===== src/rtl/uart_rb_pkg.sv =====
package uart_rb_pkg;

  localparam int OFF_W = 3;

  localparam logic [OFF_W-1:0] OFF_DATA  = 3'd0;
  localparam logic [OFF_W-1:0] OFF_IEN   = 3'd1;
  localparam logic [OFF_W-1:0] OFF_IDENT = 3'd2;
  localparam logic [OFF_W-1:0] OFF_LINE  = 3'd3;
  localparam logic [OFF_W-1:0] OFF_MODEM = 3'd4;
  localparam logic [OFF_W-1:0] OFF_LSTAT = 3'd5;
  localparam logic [OFF_W-1:0] OFF_MSTAT = 3'd6;
  localparam logic [OFF_W-1:0] OFF_SCR   = 3'd7;

  localparam int BANK_BIT = 7;
  localparam int OUT2_BIT = 3;

  typedef struct packed {
    logic wr_thr;
    logic wr_dlo;
    logic wr_dhi;
    logic wr_ien;
    logic wr_line;
    logic wr_modem;
    logic wr_scr;
    logic rd_rbr;
    logic rd_lstat;
  } rb_strobe_t;

  function automatic logic [15:0] eff_divisor(input logic [15:0] stored);
    return (stored == 16'd0) ? 16'd1 : stored;
  endfunction

  function automatic logic [7:0] ident_byte(input logic pend, input logic [2:0] id);
    return {4'b0000, id, ~pend};
  endfunction

  function automatic logic [7:0] lstat_byte(input logic dr, input logic oe, input logic temt);
    return {1'b0, temt, temt, 3'b000, oe, dr};
  endfunction

endpackage


===== src/rtl/uart_rb_decode.sv =====
module uart_rb_decode
  import uart_rb_pkg::*;
(
  input  logic [OFF_W-1:0] addr,
  input  logic             wr_en,
  input  logic             rd_en,
  input  logic             bank,
  output rb_strobe_t       strb
);
  always_comb begin
    strb          = '0;
    strb.wr_thr   = wr_en && (addr == OFF_DATA)  && !bank;
    strb.wr_dlo   = wr_en && (addr == OFF_DATA)  &&  bank;
    strb.wr_dhi   = wr_en && (addr == OFF_IEN)   &&  bank;
    strb.wr_ien   = wr_en && (addr == OFF_IEN)   && !bank;
    strb.wr_line  = wr_en && (addr == OFF_LINE);
    strb.wr_modem = wr_en && (addr == OFF_MODEM);
    strb.wr_scr   = wr_en && (addr == OFF_SCR);
    strb.rd_rbr   = rd_en && (addr == OFF_DATA)  && !bank;
    strb.rd_lstat = rd_en && (addr == OFF_LSTAT);
  end
endmodule


===== src/rtl/uart_rb_divisor.sv =====
module uart_rb_divisor
  import uart_rb_pkg::*;
#(
  parameter int                 DATA_W    = 8,
  parameter logic [2*DATA_W-1:0] DIV_RESET = '0,
  localparam int                DIV_W     = 2*DATA_W
) (
  input  logic              clk,
  input  logic              rst_n,
  input  logic              wr_lo,
  input  logic              wr_hi,
  input  logic [DATA_W-1:0] wdata,
  output logic [DIV_W-1:0]  stored,
  output logic [DIV_W-1:0]  effective
);
  logic [DATA_W-1:0] byte_q [2];
  logic              wr_sel [2];

  assign wr_sel[0] = wr_lo;
  assign wr_sel[1] = wr_hi;

  for (genvar i = 0; i < 2; i++) begin : g_byte
    always_ff @(posedge clk or negedge rst_n) begin
      if (!rst_n)        byte_q[i] <= DIV_RESET[i*DATA_W +: DATA_W];
      else if (wr_sel[i]) byte_q[i] <= wdata;
    end
  end

  assign stored    = {byte_q[1], byte_q[0]};
  assign effective = (stored == '0) ? DIV_W'(1) : stored;
endmodule


===== src/rtl/uart_rb_rxhold.sv =====
module uart_rb_rxhold #(
  parameter int DATA_W = 8
) (
  input  logic              clk,
  input  logic              rst_n,
  input  logic              rx_valid,
  input  logic [DATA_W-1:0] rx_data,
  input  logic              rd_rbr,
  input  logic              rd_lstat,
  output logic [DATA_W-1:0] rbr,
  output logic              data_ready,
  output logic              overrun
);
  logic ovr_event;
  assign ovr_event = rx_valid && data_ready && !rd_rbr;

  always_ff @(posedge clk or negedge rst_n) begin
    if (!rst_n) begin
      rbr        <= '0;
      data_ready <= 1'b0;
      overrun    <= 1'b0;
    end else begin
      if (rx_valid) rbr <= rx_data;
      if (rx_valid)    data_ready <= 1'b1;
      else if (rd_rbr) data_ready <= 1'b0;
      if (ovr_event)     overrun <= 1'b1;
      else if (rd_lstat) overrun <= 1'b0;
    end
  end
endmodule


===== src/rtl/uart_regbank.sv =====
module uart_regbank
  import uart_rb_pkg::*;
#(
  parameter int                  DATA_W    = 8,
  parameter logic [2*DATA_W-1:0] DIV_RESET = 16'd12
) (
  input  logic              clk,
  input  logic              rst_n,
  input  logic [2:0]        addr,
  input  logic              wr_en,
  input  logic              rd_en,
  input  logic [DATA_W-1:0] wdata,
  output logic [DATA_W-1:0] rdata,
  output logic [DATA_W-1:0] tx_data,
  output logic              tx_load,
  input  logic              tx_empty,
  input  logic [DATA_W-1:0] rx_data,
  input  logic              rx_valid,
  input  logic              irq_pending,
  input  logic [2:0]        irq_id,
  output logic              irq,
  output logic [3:0]        int_enable,
  output logic [2*DATA_W-1:0] divisor,
  output logic [1:0]        word_len,
  output logic              stop_bits,
  output logic              parity_en,
  output logic              parity_even,
  output logic              parity_stick,
  output logic              break_ctl,
  output logic [4:0]        modem_ctl
);
  localparam int DIV_W = 2*DATA_W;

  logic [DATA_W-1:0] line_q;
  logic [4:0]        modem_q;
  logic [3:0]        ien_q;
  logic [DATA_W-1:0] scr_q;
  logic [DATA_W-1:0] thr_q;
  logic              load_q;

  // Named internal events for the checker
  logic              dlab;
  logic              out2;
  logic              data_ready;
  logic              overrun;
  logic [DIV_W-1:0]  div_reg;
  logic [DATA_W-1:0] rbr;
  rb_strobe_t        strb;

  assign dlab = line_q[BANK_BIT];
  assign out2 = modem_q[OUT2_BIT];

  uart_rb_decode u_dec (
    .addr  (addr),
    .wr_en (wr_en),
    .rd_en (rd_en),
    .bank  (dlab),
    .strb  (strb)
  );

  uart_rb_divisor #(.DATA_W(DATA_W), .DIV_RESET(DIV_RESET)) u_div (
    .clk       (clk),
    .rst_n     (rst_n),
    .wr_lo     (strb.wr_dlo),
    .wr_hi     (strb.wr_dhi),
    .wdata     (wdata),
    .stored    (div_reg),
    .effective (divisor)
  );

  uart_rb_rxhold #(.DATA_W(DATA_W)) u_rx (
    .clk        (clk),
    .rst_n      (rst_n),
    .rx_valid   (rx_valid),
    .rx_data    (rx_data),
    .rd_rbr     (strb.rd_rbr),
    .rd_lstat   (strb.rd_lstat),
    .rbr        (rbr),
    .data_ready (data_ready),
    .overrun    (overrun)
  );

  always_ff @(posedge clk or negedge rst_n) begin
    if (!rst_n) begin
      line_q  <= '0;
      modem_q <= '0;
      ien_q   <= '0;
      scr_q   <= '0;
      thr_q   <= '0;
      load_q  <= 1'b0;
    end else begin
      load_q <= strb.wr_thr;
      if (strb.wr_thr)   thr_q   <= wdata;
      if (strb.wr_line)  line_q  <= wdata;
      if (strb.wr_modem) modem_q <= wdata[4:0];
      if (strb.wr_ien)   ien_q   <= wdata[3:0];
      if (strb.wr_scr)   scr_q   <= wdata;
    end
  end

  always_comb begin
    unique case (addr)
      OFF_DATA:  rdata = dlab ? div_reg[DATA_W-1:0] : rbr;
      OFF_IEN:   rdata = dlab ? div_reg[DIV_W-1:DATA_W] : {{(DATA_W-4){1'b0}}, ien_q};
      OFF_IDENT: rdata = DATA_W'(ident_byte(irq_pending, irq_id));
      OFF_LINE:  rdata = line_q;
      OFF_MODEM: rdata = {{(DATA_W-5){1'b0}}, modem_q};
      OFF_LSTAT: rdata = DATA_W'(lstat_byte(data_ready, overrun, tx_empty));
      OFF_MSTAT: rdata = '0;
      default:   rdata = scr_q;
    endcase
  end

  assign tx_data      = thr_q;
  assign tx_load      = load_q;
  assign irq          = irq_pending & out2;
  assign int_enable   = ien_q;
  assign word_len     = line_q[1:0];
  assign stop_bits    = line_q[2];
  assign parity_en    = line_q[3];
  assign parity_even  = line_q[4];
  assign parity_stick = line_q[5];
  assign break_ctl    = line_q[6];
  assign modem_ctl    = modem_q;
endmodule


===== config.mk =====
export PLATFORM = sky130hd
export DESIGN_NAME = uart_regbank
export DESIGN_NICKNAME = d
export VERILOG_FILES = /design/src/rtl/uart_rb_pkg.sv /design/src/rtl/uart_rb_decode.sv /design/src/rtl/uart_rb_divisor.sv /design/src/rtl/uart_rb_rxhold.sv /design/src/rtl/uart_regbank.sv
export SDC_FILE = /design/constraint.sdc
export NUM_CORES = 1
export LEC_CHECK = 0
export BUFFER_PORTS_ARGS = -buffer_cell sky130_fd_sc_hd__buf_4
export CELL_PAD_IN_SITES_DETAIL_PLACEMENT = 0
export CELL_PAD_IN_SITES_GLOBAL_PLACEMENT = 1
export CORE_MARGIN = 2
export CORE_UTILIZATION = 41
export DETAILED_ROUTE_END_ITERATION = 16
export PLACE_DENSITY = 0.84
export SETUP_SLACK_MARGIN = 0.02
export SLEW_MARGIN = 20
export SYNTH_ARGS = -nofsm -noshare
export SYNTH_HDL_FRONTEND = slang
export SYNTH_HIERARCHICAL = 1
export SYNTH_SLANG_ARGS = --single-unit

===== constraint.sdc =====
create_clock -name clk -period 2 [get_ports clk]
set_input_delay 0 -clock clk [delete_from_list [all_inputs] [get_ports clk]]
set_output_delay 0 -clock clk [all_outputs]
set_load 0.01 [all_outputs]

### After elaboration in Yosys (flattened, before gate mapping)

Cells that the tools add are included.

* reduce and logical (&&, ||, !) cells: 20
* bitwise logic cells: 2
* mux-type cells: 8
* equal/unequal tests: 7

Operator list (number)
* $pmux 8 s7: 1
* $logic_not 16->1: 1
* $mux 16: 1
* $mux 8: 2
* $logic_and 1x1->1: 14
* $eq 3x3->1 const B: 4
* $eq 3x2->1 const B: 2
* $mux 1: 4
* $reduce_bool 2->1: 2
* $eq 3x1->1 const B: 1
* $logic_not 3->1: 1
* $logic_not 1->1: 2
* $and 1x1->1: 1
* $not 1->1: 1

* flip-flop bits (word level): 60
* input bits: 29
* output and inout port bits: 50
* logic and storage cells: 48

### Depth between registers and ports, before layout

Gate-level depths: netlist (run 1).

* depth in word-level cells: 6
* depth in mapped cells: 5
* gate-level depth less buffers: 4

### Hierarchy

Netlist (run 1), hierarchy kept.

By module, submodules not included
* uart_regbank: seq. area each 850.8 um^2, cells each 147, area an instance 1789.2 um^2, instances 1
* uart_rb_divisor: seq. area each 402.9 um^2, cells each 54, area an instance 695.7 um^2, instances 1
* uart_rb_rxhold: seq. area each 250.2 um^2, cells each 23, area an instance 407.9 um^2, instances 1
* uart_rb_decode: seq. area each 0.0 um^2, cells each 16, area an instance 92.6 um^2, instances 1

### Worst setup path before layout (run 1)

Ideal clock, no wire load.

* path type: register to register
* start point: reg line_q[7]
* end point: reg thr_q[0], in the netlist tx_data[0]
* required time: 1.875 ns
* arrival time: 1.396 ns
* clock period less this slack: 1.521 ns
* library setup time: 0.125 ns
* buffers on the path: 1
* path slack: 0.479 ns
* cell stages (with the launch flop): 4
* cell sequence: dfrtp_1 -> nor4_1 -> clkbuf_1 -> mux2_2

RTL lines
* start, declared: RTL line uart_regbank.sv:34 `logic [DATA_W-1:0] line_q;`
* start signal, assigned: RTL line uart_regbank.sv:94 `if (strb.wr_line) line_q <= wdata;`
* end signal, assigned: RTL line uart_regbank.sv:93 `if (strb.wr_thr) thr_q <= wdata;`
* end, declared: RTL line uart_regbank.sv:38 `logic [DATA_W-1:0] thr_q;`

### Worst setup path in the final report (run 1)

* start point: reg line_q[7]
* end point: out rdata[3]

* cells in the longest elaborated chain, start to end: 2
* elaborated cells on any way between the ends: 3
* those cells by class: mux: 3

Ends and longest elaborated chain
* $mux 8 (on tied branches): RTL line uart_regbank.sv:104, uart_regbank.sv:103
* $pmux 8 s7 (*): RTL line uart_regbank.sv:102 `unique case (addr)`
* end, declared: RTL line uart_regbank.sv:13 `output logic [DATA_W-1:0] rdata,`

Mark *: on every way between the ends. The rest lies on a longest branch, timed or not.

==> impl_metrics.yaml, run 1 <==
setup_path:
  critPathLaunch: "line_q[7]"
  r2r_end: "tx_data[1]"
  cp-end-kind: "output pin"
  path_class: "reg2out"
  cp_max_fo: 11
  endpoint: "rdata[3]"
  timing.rr.start: "line_q[7]"
  r2r_cells: 3
  cp.arrival_ps: 1900
  r2r_slack_ps: 500
  cp.required_ps: 2000
  worst_setup_path_start_kind: "flop"
logic_synthesis:
  ys_seq_area_frac: 0.504
  netlist_area_mm2: 0.00299
  yosysWarnings: 6
  synth_edf_count: 0
  yosys_register_bits: 60
  syn_nets: 269
  avgSynthCellArea_um2: 12.4
  async_flop_share: 1.00
  ys_types: 47
  synth_cells: 240
  ys_dominant_reg_cell: "dfrtp_1"
global_routing:
  track_usage: 0.211
  grt-ovfl-total: 0
  grt-busiest-layer: "met2"
  grt_antenna_before_repair: 0
  use_met3: 0.0748
  use_met1: 0.281
  met2_usage: 0.335
  grt_pass1_wl_um: 12300
  grt_max_degree: 61
  grt_pass1_vias: 2340
cells_and_area:
  n_antenna_cell: 0
  post_route_cells_drive_above_1_share: 0.533
  multi_input_area_mm2: 0.00131
  regArea_mm2: 0.00151
  fillers: 635
  area_growth_pct: 33.7
  nets: 354
timing:
  rsz0062_at_grt: "no"
  finalClockSkew_ps: 6.35
  slew_viol_final: 0
  max_freq_mhz: 526
  max_slew_margin: 0.489
  setup_violations: 0
  whs_ps: 49.8
  post-route-period-util: 0.950
  finalCriticalPeriod_ps: 1900
  finalSetupTns_ps: 0
  tightest_slew_ps: 767
  hold_viol_final: 0
pwr:
  sequentialPowerShare: 0.435
  combinationalPowerShare: 0.302
  pwr-share-clk: 0.264
  ir_drop_v: 0.000686
  cellPowerDensity_mw_per_mm2: 1050
  p_switching_mw: 1.31
  power.leakage_nw: 1.81
  switching_share: 0.312
  p_int_mw: 2.89
route:
  vias: 2292
  drt-wirelength-per-cell_um: 18.3
  dr.pass1.iters: 4
  vias_per_cell: 5.34
  drt_iter0_markers: 156
  ant_nets: 0
  drc: 0
  routed_wl_um: 7870
placed_design:
  portBuffers: 78
  place.gp.congestion: 0.837
  dp_hpwl_um: 5390
die:
  core_area_mm2: 0.00714
  std_cell_rows: 31
  die_height_um: 89.3
  die_x_um: 89.3
  initial_core_util: 0.418
  pin_count: 79
  die_area_mm2: 0.00798
clocking:
  cts_max_path_buffers: 2
  path_clk_slew_ps: 70
  cts_tree: "done"
  clk_latency_ps: 350
  cts_root_buf: "clkbuf_8"
  numCtsBuffers: 9
  htreeDepth: 3
  cts.sinks: 60
job:
  maxCapViolCount: 0
outcome:
  status: "completed"
hold_path:
  min_path_type: "in2reg"
[cell type report]
| cell class | count | share of cell area |
|---|---|---|
| Inverter | 4 | 0.00376 |
| Clock inverter | 6 | 0.0160 |
| Sequential cell | 60 | 0.377 |
| Timing Repair Buffer | 105 | 0.209 |
| Tap cell | 99 | 0.0310 |
| Multi-Input combinational cell | 145 | 0.329 |
| Clock buffer | 10 | 0.0345 |
[routing by layer]
metal	vias to the layer above	wire (µm)
met1	1172	3590
met2	71	3760
met4	0	59
met5	-	0
li1	1043	-
met3	6	462
[power by group through the flow]
stage          clock network, mW  registers, mW  logic, mW
2_1_floorplan                  0           1.79      0.687
3_3_place_gp                   0           1.84       1.22
3_5_place_dp                   0           1.85       1.25
4_1_cts                     1.12           1.83       1.28
5_1_grt                     1.17           1.87       1.37
6_report                    1.11           1.83       1.27
[synth_stat cells, types with 2 or more instances]
master | instances | area share
dfrtp_1 | 58 | 0.49
mux2_2 | 55 | 0.21
clkbuf_1 | 22 | 0.028
nand2_1 | 10 | 0.013
nor2_1 | 9 | 0.011
mux2_4 | 8 | 0.040
a31oi_1 | 6 | 0.013
nor4_1 | 5 | 0.010
o21ai_0 | 5 | 0.0084
buf_6 | 4 | 0.015
inv_1 | 4 | 0.0050
mux2i_1 | 4 | 0.013
nor3_1 | 4 | 0.0067
buf_4 | 3 | 0.0075
a21boi_0 | 2 | 0.0050
a32oi_1 | 2 | 0.0059
and2_1 | 2 | 0.0042
buf_2 | 2 | 0.0034
dfstp_2 | 2 | 0.018
nand3_1 | 2 | 0.0034
nor3b_1 | 2 | 0.0050
o211a_1 | 2 | 0.0067
o22a_1 | 2 | 0.0059
o2bb2ai_1 | 2 | 0.0059
[how the worst min path moves through the flow]
stage | start | endpoint | slack [ps] | cells after the start
floorplan | rst_n | int_enable[0] | -300 | 0
global placement | rst_n | tx_data[7] | 110 | 1
detailed placement | rst_n | u_rx/rbr[7] | 120 | 1
CTS | rd_en | u_rx/overrun | 50 | 5
global route | rd_en | u_rx/overrun | 70 | 5
finish | rd_en | u_rx/overrun | 50 | 5
[logic make-up after synthesis]
| family | count (synthesis) | synth area share |
|---|---|---|
| multiplexers | 68 | 0.269 |
| flip-flops | 60 | 0.504 |
| AND/OR/NAND/NOR | 43 | 0.0809 |
| buffers and inverters | 35 | 0.0587 |
| AO/OA/AOI/OAI | 34 | 0.0880 |
[through the flow]
stage           util  setup slack, ps  area, µm²  total power [mW]  cells
3_5_place_dp   0.506              362       3610              3.09    395
5_1_grt        0.559             20.5       3990              4.42    429
4_1_cts        0.559              120       3990              4.23    429
6_report       0.559             99.3       3990              4.20    429
3_3_place_gp   0.506              387       3610              3.06    395
2_1_floorplan      -              479       2990              2.48    240
[placed cells by master, fill, tap and decap left out, types with 4 or more instances in the layout]
| cell type | netlist | final |
|---|---|---|
| o21ai_0 | 5 | 5 |
| mux2i_1 | 4 | 4 |
| nor4_1 | 5 | 4 |
| dfrtp_1 | 58 | 57 |
| nor2_1 | 9 | 9 |
| nand2_1 | 10 | 10 |
| a31oi_1 | 6 | 6 |
| mux2_2 | 55 | 55 |
| inv_1 | 4 | 4 |
| clkbuf_8 | 0 | 10 |
| buf_4 | 3 | 87 |
| mux2_4 | 8 | 8 |
| dlygate4sd3_1 | 0 | 18 |
| nor3_1 | 4 | 4 |
[flip-flops by register name, indices dropped and copies added, names as in the netlist]
register / flops
int_enable: 4
line_q: 8
modem_ctl: 5
scr_q: 8
tx_data: 8
tx_load: 1
u_div/stored: 16
u_rx/data_ready: 1
u_rx/overrun: 1
u_rx/rbr: 8
[repair_timing]
item | in CTS | in global routing
buffers inserted | 0 | 0
gates resized for setup | 1 | 0
hold endpoints to repair | 116 | 0
endpoints found under the setup margin | 1 | 0
hold buffers | 18 | 0
[worst max-delay path, stage by stage (launching register included)]
cell and delay, ps:
dfrtp_2 520, mux4_2 560, a221oi_2 220, a31oi_1 80, buf_4 170
Note: power is estimated with default switching activity, not from simulation.
==> run 2, diff against run 1 <==
--- a/config.mk
+++ b/config.mk
@@ -11,5 +11,6 @@
 export CORE_MARGIN = 2
-export CORE_UTILIZATION = 41
+export CORE_UTILIZATION = 33
 export DETAILED_ROUTE_END_ITERATION = 16
-export PLACE_DENSITY = 0.84
+export GPL_ROUTABILITY_DRIVEN = 0
+export PLACE_DENSITY = 0.71
 export SETUP_SLACK_MARGIN = 0.02
==> constraint.sdc (replaced) <==
create_clock -name clk -period 2 [get_ports clk]
set_input_delay 0.1 -clock clk [delete_from_list [all_inputs] [get_ports clk]]
set_output_delay 0.1 -clock clk [all_outputs]
set_load 0.01 [all_outputs]
==> run 2 against run 1 <==
Clock power is 9.9% higher. Register-to-register slack worse by 60 ps. Sequential power hardly changed. Critical endpoint is now rdata[1]. Clock-buffer cell count stayed put. Utilization is 11 points lower. Critical path type unchanged. Via count is 4.5% lower. First-iteration DRC count is 15% lower. Largest power group unchanged. Combinational power hardly changed. Sequential cell count stayed put. Critical path depth is 1 higher.
==> impl_metrics.yaml, run 2 (same netlist as run 1, synthesis figures left out) <==
die:
  die_height_um: 99.1
  initial_core_util: 0.341
  pin_count: 79
  die_x_um: 99.1
  core_area_mm2: 0.00876
  std_cell_rows: 34
  die_area_mm2: 0.00982
cells_and_area:
  nets: 346
  design_area_mm2: 0.00394
  post_route_cells_drive_above_1_share: 0.547
  n_antenna_cell: 0
  mostFrequentLayoutCells: "buf_4 (88), dfrtp_1 (58), mux2_2 (55)"
  layout_commonest_cell: "buf_4"
  largest_reg_flops: 16
  area_growth_pct: 32.0
pwr:
  cellPowerDensity_mw_per_mm2: 1100
  ir_drop_v: 0.000605
  power.leakage_nw: 1.79
route:
  routed_wl_um: 8450
  vias: 2189
  drc: 0
  drt_iter0_markers: 133
  ant_nets: 0
  dr.pass1.iters: 4
  vias_per_cell: 5.09
  drt-wirelength-per-cell_um: 19.6
clocking:
  cts.sinks: 60
  htreeDepth: 3
  clk_latency_ps: 340
  cts_root_buf: "clkbuf_8"
  cts_max_path_buffers: 2
  cts_tree: "done"
  numCtsBuffers: 9
  path_clk_slew_ps: 70
  post_cts_resized: 0
setup_path:
  path_buf_inv: 2
  path_class: "reg2out"
  cp-end-kind: "output pin"
  cp.required_ps: 1900
  slowest_stage: "dfrtp_1"
  worst_setup_path_start_kind: "flop"
  cp_cell_sequence: "buf_4, mux2i_1, o311a_1, o31ai_1, buf_4"
  cp_common_cell: "buf_4"
  cp_max_fo: 4
  crit_family: "compound AO/OA/AOI/OAI gates"
  max_stage_delay_ps: 420
  cp.arrival_ps: 1770
timing:
  max_slew_margin: 0.496
  finalCriticalPeriod_ps: 1870
  hold_viol_final: 0
  post-route-period-util: 0.935
  setup_violations: 0
  tightest_slew_ps: 756
  finalSetupTns_ps: 0
  rsz0062_at_grt: "no"
  finalClockSkew_ps: 4.20
  max_freq_mhz: 535
  slew_viol_final: 0
outcome:
  status: "completed"
global_routing:
  grt_max_degree: 61
  track_usage: 0.176
  grt_antenna_before_repair: 0
  grt-ovfl-total: 0
  grt_pass1_wl_um: 12900
  grt_pass1_vias: 2237
placed_design:
  dp_hpwl_um: 6070
  post_dp_cell_area_mm2: 0.00362
  portBuffers: 78
job:
  maxCapViolCount: 0
hold_path:
  min_path_type: "in2reg"
-- run 2: layout make-up --
type | count | area (µm²)
fillers | 843 | 4820
flip-flops and latches | 60 | 1500
multi-input cells | 145 | 1310
repair buffers | 97 | 751
clock buffers | 10 | 138
well taps | 108 | 135
clock inverters | 6 | 86.3
inverters | 4 | 15.0
-- run 2: routing by layer --
metal / vias to the layer above / routed length, µm / GRT usage
met5: - / 0 / 0
met4: 0 / 155 / 0.0643
met3: 11 / 408 / 0.0464
met2: 69 / 4020 / 0.270
met1: 1088 / 3870 / 0.240
li1: 1021 / - / -
-- run 2: worst paths after layout --
check,slack [ps],cells after the start,from,to
worst max-delay path,130,5,line_q[7],rdata[1]
worst min-delay path,40,3,wdata[7],scr_q[7]
worst max register to register,440,4,line_q[7],tx_data[3]
worst min register to register,510,1,u_rx/overrun,u_rx/overrun
max in group asynchronous,1120,2,rst_n,u_div/stored[8]
min in group asynchronous,380,2,rst_n,u_rx/rbr[4]
-- run 2: through the flow --
stage                     hold WS, ps  setup WS (ps)  instances  power [mW]  utilization
final                            35.7            130        430        4.34        0.450
after global placement            221            418        404        3.10        0.413
after floorplan                  -196            479        240        2.48            -
after CTS                        26.4           95.3        429        4.38        0.449
after detailed placement          224            416        404        3.12        0.413
after global routing             32.6           35.9        430        4.56        0.450
-- run 2: worst min-delay path, stage by stage --
cell and delay, ps:
buf_4 110, nand2_1 50, o21ai_0 70
-- run 2: power by group --
| part | switching [mW] | internal (mW) |
|---|---|---|
| registers | 0.311 | 1.53 |
| logic | 0.518 | 0.756 |
| clock network | 0.486 | 0.735 |
| total | 1.32 | 3.02 |
-- run 2: what timing repair did --
item / CTS / global route
setup buffers: 0 / 1
endpoints found under the setup margin: 0 / 1
hold buffers: 9 / 0
hold endpoints to repair: 66 / 0
